### src/rtl/segaddr_pkg.sv
package segaddr_pkg;
  typedef enum logic [1:0] {
    SEG_CODE  = 2'd0,
    SEG_DATA  = 2'd1,
    SEG_STACK = 2'd2,
    SEG_EXTRA = 2'd3
  } seg_id_e;

  localparam logic [15:0] CODE_SEG_RESET  = 16'hFFFF;
  localparam logic [15:0] OTHER_SEG_RESET = 16'h0000;
endpackage

### src/rtl/segaddr_regfile.sv
module segaddr_regfile #(
  parameter int SEG_W = 16,
  parameter int NSEG  = 4,
  localparam int IDX_W = $clog2(NSEG)
) (
  input  logic             clk,
  input  logic             rst_n,
  input  logic             wr_en,
  input  logic [IDX_W-1:0] wr_idx,
  input  logic [SEG_W-1:0] wr_data,
  input  logic [IDX_W-1:0] rd_idx,
  output logic [SEG_W-1:0] rd_data
);
  import segaddr_pkg::*;

  logic [SEG_W-1:0] seg_q [NSEG];

  for (genvar i = 0; i < NSEG; i++) begin : g_seg
    localparam logic [SEG_W-1:0] RST_VAL =
      (i == int'(SEG_CODE)) ? SEG_W'(CODE_SEG_RESET) : SEG_W'(OTHER_SEG_RESET);
    always_ff @(posedge clk or negedge rst_n) begin
      if (!rst_n)
        seg_q[i] <= RST_VAL;
      else if (wr_en && (wr_idx == IDX_W'(i)))
        seg_q[i] <= wr_data;
    end
  end

  assign rd_data = seg_q[rd_idx];
endmodule

### src/rtl/segaddr_adder.sv
module segaddr_adder #(
  parameter int SEG_W = 16,
  parameter int OFF_W = 16,
  parameter int SHIFT = 4,
  localparam int BASE_W = SEG_W + SHIFT,
  localparam int SUM_W  = ((BASE_W > OFF_W) ? BASE_W : OFF_W) + 1
) (
  input  logic [SEG_W-1:0] seg,
  input  logic [OFF_W-1:0] off,
  output logic [SUM_W-1:0] sum
);
  function automatic logic [SUM_W-1:0] form_sum(input logic [SEG_W-1:0] s,
                                                 input logic [OFF_W-1:0] o);
    logic [SUM_W-1:0] base;
    base = SUM_W'(s) << SHIFT;
    return base + SUM_W'(o);
  endfunction

  assign sum = form_sum(seg, off);
endmodule

### src/rtl/segaddr_gate.sv
module segaddr_gate #(
  parameter int SUM_W = 21,
  parameter int BUS_W = 24
) (
  input  logic             clk,
  input  logic             rst_n,
  input  logic             wr_en,
  input  logic             wr_val,
  input  logic [SUM_W-1:0] sum,
  output logic             gate_q,
  output logic [BUS_W-1:0] phys,
  output logic             hma
);
  localparam logic [SUM_W-1:0] CARRY_BIT = SUM_W'(1) << (SUM_W - 1);

  logic [SUM_W-1:0] masked;

  always_ff @(posedge clk or negedge rst_n) begin
    if (!rst_n)
      gate_q <= 1'b0;
    else if (wr_en)
      gate_q <= wr_val;
  end

  always_comb begin
    masked = gate_q ? sum : (sum & ~CARRY_BIT);
    phys   = BUS_W'(masked);
    hma    = masked[SUM_W-1];
  end
endmodule

### src/rtl/segaddr_unit.sv
module segaddr_unit #(
  parameter int SEG_W = 16,
  parameter int OFF_W = 16,
  parameter int SHIFT = 4,
  parameter int NSEG  = 4,
  parameter int BUS_W = 24,
  localparam int IDX_W  = $clog2(NSEG),
  localparam int BASE_W = SEG_W + SHIFT,
  localparam int SUM_W  = ((BASE_W > OFF_W) ? BASE_W : OFF_W) + 1
) (
  input  logic             clk,
  input  logic             rst_n,
  input  logic             seg_wr_en,
  input  logic [IDX_W-1:0] seg_wr_idx,
  input  logic [SEG_W-1:0] seg_wr_data,
  input  logic             gate_wr_en,
  input  logic             gate_wr_val,
  input  logic [IDX_W-1:0] seg_sel,
  input  logic [OFF_W-1:0] offset,
  output logic [BUS_W-1:0] phys_addr,
  output logic             hma_hit
);
  logic [SEG_W-1:0] sel_seg;
  logic [SUM_W-1:0] raw_sum;
  logic             gate_q;

  segaddr_regfile #(.SEG_W(SEG_W), .NSEG(NSEG)) regs_i (
    .clk(clk), .rst_n(rst_n),
    .wr_en(seg_wr_en), .wr_idx(seg_wr_idx), .wr_data(seg_wr_data),
    .rd_idx(seg_sel), .rd_data(sel_seg)
  );

  segaddr_adder #(.SEG_W(SEG_W), .OFF_W(OFF_W), .SHIFT(SHIFT)) add_i (
    .seg(sel_seg), .off(offset), .sum(raw_sum)
  );

  segaddr_gate #(.SUM_W(SUM_W), .BUS_W(BUS_W)) gate_i (
    .clk(clk), .rst_n(rst_n),
    .wr_en(gate_wr_en), .wr_val(gate_wr_val),
    .sum(raw_sum), .gate_q(gate_q),
    .phys(phys_addr), .hma(hma_hit)
  );
endmodule

### config.mk
export PLATFORM = sky130hd
export DESIGN_NAME = segaddr_unit
export DESIGN_NICKNAME = d
export VERILOG_FILES = /design/src/rtl/segaddr_pkg.sv /design/src/rtl/segaddr_regfile.sv /design/src/rtl/segaddr_adder.sv /design/src/rtl/segaddr_gate.sv /design/src/rtl/segaddr_unit.sv
export SDC_FILE = /design/constraint.sdc
export NUM_CORES = 1
export LEC_CHECK = 0
export BUFFER_PORTS_ARGS = -buffer_cell sky130_fd_sc_hd__buf_2
export CAP_MARGIN = 10
export CORE_UTILIZATION = 50
export CTS_CLUSTER_SIZE = 24
export DETAILED_ROUTE_END_ITERATION = 7
export GPL_TIMING_DRIVEN = 0
export PLACE_DENSITY = 0.74
export SLEW_MARGIN = 40
export SYNTH_ARGS = -nofsm -noshare
export SYNTH_HDL_FRONTEND = slang
export SYNTH_SLANG_ARGS = --single-unit
### constraint.sdc
create_clock -name clk -period 2.95 [get_ports clk]
set_input_delay 0.295 -clock clk [delete_from_list [all_inputs] [get_ports clk]]
set_output_delay 0.295 -clock clk [all_outputs]
set_load 0.005 [all_outputs]
==> results_tabular.tex <==
\begin{tabular}{lr}
\hline
Metric & Value \\
\hline
\multicolumn{2}{l}{\textbf{Synth}} \\
\quad Multiplexer share of the synthesized area & 30.9\% \\
\quad Combinational family with the most area after synthesis & multiplexers \\
\quad Mean post-synth cell area & 13.8 µm² \\
\quad Gate count of the mapped netlist & 256 \\
\quad Number of enable flip-flop cells after synthesis & 0 \\
\quad Complex-gate fraction of the synthesized area & 6.36\% \\
\quad Number of distinct library cells after synthesis & 43 \\
\quad Top-area cell type share of the netlist area & 34.6\% \\
\quad Flip-flop and latch count after synthesis & 65 \\
\quad Post-synth top area cell & sky130\_fd\_sc\_hd\_\_dfrtp\_1 \\
\quad Most area-consuming cells after synthesis & sky130\_fd\_sc\_hd\_\_dfrtp\_1 (35\%), sky130\_fd\_sc\_hd\_\_mux2\_2 (16\%), sky130\_fd\_sc\_hd\_\_dfstp\_2 (12\%) \\
\quad Async set-reset flop share out of synthesis & 100\% \\
\quad Synth Warn \# & 0 \\
\quad Sequential element share of the synthesized area & 46.5\% \\
\quad Post-synthesis share of cell area spent on xor and xnor gates & 2.97\% \\
\quad Area share of fa/ha/maj cells after synthesis & 4.81\% \\
\quad Dominant synthesized flop cell & sky130\_fd\_sc\_hd\_\_dfrtp\_1 \\
\quad Simple-gate portion of the synthesized area & 4.81\% \\
\quad Total standard cell area after synthesis & 3540 µm² \\
\multicolumn{2}{l}{\textbf{Power}} \\
\quad Total chip power & 0.00291 W \\
\quad Leak pwr & 1.92 nW \\
\quad Worst voltage drop across the vdd grid & 0.000330 V \\
\quad Power per cell area & 668 nW/µm² \\
\multicolumn{2}{l}{\textbf{Timing}} \\
\quad Worst-Margin Slew & 575 ps \\
\quad Max Clock Freq & 334 MHz \\
\quad Final-report setup violation count & 4 \\
\quad Number of hold-slack violations in the final timing report & 0 \\
\quad Hold slack & 195 ps \\
\quad Final clock period utilization by the worst path & 102\% \\
\quad Shortest period the worst path allows & 2990 ps \\
\quad Setup TNS & -112 ps \\
\quad Worst-case clock skew & 0 ps \\
\quad Worst-case setup margin in the final layout & -45.0 ps \\
\quad Setup repair after global routing missed its margin & yes \\
\quad Total count of max-transition violations in the final report & 0 \\
\quad Relative slew margins & 61.5\% \\
\multicolumn{2}{l}{\textbf{Global routing}} \\
\quad Met3 Track Usage GR & 4.62\% \\
\quad Met2 demand-to-capacity share in global routing & 33.5\% \\
\quad Via count of the first global-routing pass & 2347 \\
\quad Most crowded layer after global routing & met2 \\
\quad Largest net degree at the start of global routing & 66 \\
\quad Initial antenna violation count & 0 \\
\quad GR met1 Demand/Resource & 26.6\% \\
\quad Global-route wire length before repair & 11200 µm \\
\quad Total global routing overflow & 0 \\
\quad GRT Util Overall & 20.2\% \\
\multicolumn{2}{l}{\textbf{Clock network}} \\
\quad CTS H-tree depth & 3 \\
\quad Maximum number of buffers from clock root to sink & 2 \\
\quad Clock Latency Late Sink & 330 ps \\
\quad Number of clock sinks seen by CTS & 65 \\
\quad Clk pin slew, worst setup/hold paths & 70 ps \\
\quad Root Driver & sky130\_fd\_sc\_hd\_\_clkbuf\_8 \\
\quad Number of buffers created by CTS & 9 \\
\quad CTS tree & yes \\
\multicolumn{2}{l}{\textbf{Worst setup path}} \\
\quad Required arrival time at the worst endpoint & 2650 ps \\
\quad Nature of the critical path endpoint & output pin \\
\quad FF-to-FF path depth & 1 \\
\quad Worst reg2reg startpoint & gate\_i.gate\_q\$\_DFFE\_PN0P\_ \\
\quad Reg-to-Reg End & gate\_i.gate\_q\$\_DFFE\_PN0P\_ \\
\quad Reg2Reg Setup Slack & 2160 ps \\
\quad Biggest fanout along the worst timing path & 5 \\
\quad Critical Setup Path Class & register to output pin \\
\quad Crit start category & register \\
\quad Crit path arrival time & 2700 ps \\
\multicolumn{2}{l}{\textbf{Routing}} \\
\quad Average wire length per cell after detail routing & 16.1 µm \\
\quad Iteration-0 DRC count of the detailed router & 109 \\
\quad Number of vias per cell & 5.45 \\
\quad Remaining number of nets flagged by the antenna check after routing & 0 \\
\quad DRC violations left & 0 \\
\quad Aggregate routed wire length & 6980 µm \\
\quad Initial DRT Pass Iterations & 4 \\
\quad Via total after detailed routing & 2366 \\
\multicolumn{2}{l}{\textbf{Floorplanning}} \\
\quad Placeable core area & 6830 µm² \\
\quad Die area & 7420 µm² \\
\quad Row count & 30 \\
\quad Horizontal die dimension & 86.1 µm \\
\quad Effective utilization at floorplan & 51.8\% \\
\quad DIE HEIGHT & 86.1 µm \\
\quad Number of top-level design ports & 66 \\
\multicolumn{2}{l}{\textbf{Cells and area}} \\
\quad Area added between synthesis and finish & 23.2\% \\
\quad Commonest cells after routing, fill and taps aside & sky130\_fd\_sc\_hd\_\_buf\_2 (59), sky130\_fd\_sc\_hd\_\_mux2\_2 (49), sky130\_fd\_sc\_hd\_\_dfrtp\_1 (49) \\
\quad Commonest non-fill, non-tap cell in the layout & sky130\_fd\_sc\_hd\_\_buf\_2 \\
\quad Share of cells above drive strength 1 & 59.2\% \\
\quad Number of antenna cells inserted & 0 \\
\quad Final \#Nets & 387 \\
\multicolumn{2}{l}{\textbf{Min path}} \\
\quad Startpoint of the worst hold path & gate\_wr\_val \\
\quad Path type of the worst min-delay path & input pin to register \\
\quad Number of stages on the worst hold path & 2 \\
\quad Endpoint of the worst hold-timing path & gate\_i.gate\_q\$\_DFFE\_PN0P\_ \\
\multicolumn{2}{l}{\textbf{Job}} \\
\quad \# Max-Cap Violations & 0 \\
\multicolumn{2}{l}{\textbf{Placement}} \\
\quad Routability congestion estimate & 0.786 \\
\quad PortBufs & 56 \\
\quad Final HPWL from detailed placement & 4890 µm \\
\multicolumn{2}{l}{\textbf{Status}} \\
\quad Status & finished, violations left \\
\quad Violated checks & negative setup slack \\
\hline
\end{tabular}
==> power breakdown <==
part	switching, W	total (W)	leakage [nW]	internal [W]
registers	0.0000775	0.00117	0.748	0.00109
clock network	0.000321	0.000732	0.0974	0.000412
logic	0.000464	0.00101	1.07	0.000548
==> cell usage after synthesis (2+ instances only) <==
cell type,count
sky130_fd_sc_hd__mux4_2,16
sky130_fd_sc_hd__nand3b_1,2
sky130_fd_sc_hd__a211o_1,2
sky130_fd_sc_hd__nand3_1,2
sky130_fd_sc_hd__nand2_1,5
sky130_fd_sc_hd__o21ai_1,4
sky130_fd_sc_hd__buf_2,5
sky130_fd_sc_hd__o21ai_0,4
sky130_fd_sc_hd__xnor2_1,7
sky130_fd_sc_hd__inv_1,6
sky130_fd_sc_hd__mux2_1,16
sky130_fd_sc_hd__and2_1,3
sky130_fd_sc_hd__xor2_1,5
sky130_fd_sc_hd__nor2_1,7
sky130_fd_sc_hd__nor3_1,2
sky130_fd_sc_hd__a21o_1,4
sky130_fd_sc_hd__ha_1,12
sky130_fd_sc_hd__buf_4,8
sky130_fd_sc_hd__mux2_2,49
sky130_fd_sc_hd__nand2b_1,2
sky130_fd_sc_hd__dfstp_2,16
sky130_fd_sc_hd__dfrtp_1,49
sky130_fd_sc_hd__a21oi_1,10
==> state kept, by name, indices dropped and copies added, names as in the netlist <==
register       count
regs_i.seg_q      64
gate_i.gate_q      1
==> critical path: stages, from the launching register on <==
cell and delay [ps]:
sky130_fd_sc_hd__dfrtp_1 380, sky130_fd_sc_hd__mux4_2 470, sky130_fd_sc_hd__ha_1 410, sky130_fd_sc_hd__a21o_1 250
sky130_fd_sc_hd__o21ai_2 130, sky130_fd_sc_hd__nor3_2 280, sky130_fd_sc_hd__o21ai_2 90, sky130_fd_sc_hd__xnor2_1 200
sky130_fd_sc_hd__buf_2 150
==> worst max path at each step <==
stage / start / to / slack [ps] / depth (start not counted)
floorplan: seg_sel[0] / phys_addr[20] / 70 / 10
global placement: seg_sel[1] / phys_addr[20] / -620 / 11
detailed placement: seg_sel[1] / phys_addr[20] / -610 / 11
CTS: regs_i.seg_q[17]$_DFFE_PN0P_ / phys_addr[15] / -50 / 7
global route: regs_i.seg_q[6]$_DFFE_PN0P_ / phys_addr[15] / -150 / 8
finish: regs_i.seg_q[6]$_DFFE_PN0P_ / phys_addr[19] / -40 / 8
==> metrics by stage <==
stage / instances / setup WS (ps) / area, µm² / utilization (%)
4_1_cts: 428 / -54.3 / 4260 / 62.4
6_report: 434 / -45.0 / 4360 / 63.8
5_1_grt: 434 / -150 / 4360 / 63.8
3_3_place_gp: 410 / -623 / 3950 / 57.8
2_1_floorplan: 258 / 74.3 / 3550 / -
3_5_place_dp: 410 / -610 / 3950 / 57.8
==> metal layers <==
metal  up-vias  wire length, µm
li1       1091                -
met1      1214             3100
met2        54             3560
met3         7              243
met4         0               74
met5         -                0
==> logic make-up (layout without fill, tap and decap cells) <==
family / Yosys count / count (layout)
buf+inv: 22 / 102
other cells: 1 / 3
fa+ha+maj: 13 / 13
compound gates: 33 / 33
flops: 65 / 65
xor+xnor: 12 / 12
simple gates: 29 / 29
mux: 81 / 81
==> final cells by class <==
| cell class | instances | area (µm²) |
|---|---|---|
| plain buffers | 16 | 115 |
| clock buffers | 13 | 149 |
| multi-input cells | 171 | 1910 |
| repair buffers | 64 | 353 |
| well taps | 96 | 120 |
| flip-flops and latches | 65 | 1650 |
| fillers | 525 | 2470 |
| clock inverters | 3 | 40.0 |
| inverters | 6 | 22.5 |
==> what timing repair did <==
item,4_1_cts,5_1_grt
hold buffers,0,1
pin swaps,20,9
resized for setup,24,9
endpoints found under the setup margin,13,10
buffers inserted,2,5
hold endpoints to repair,0,49
(Power assumes the default switching activity.)
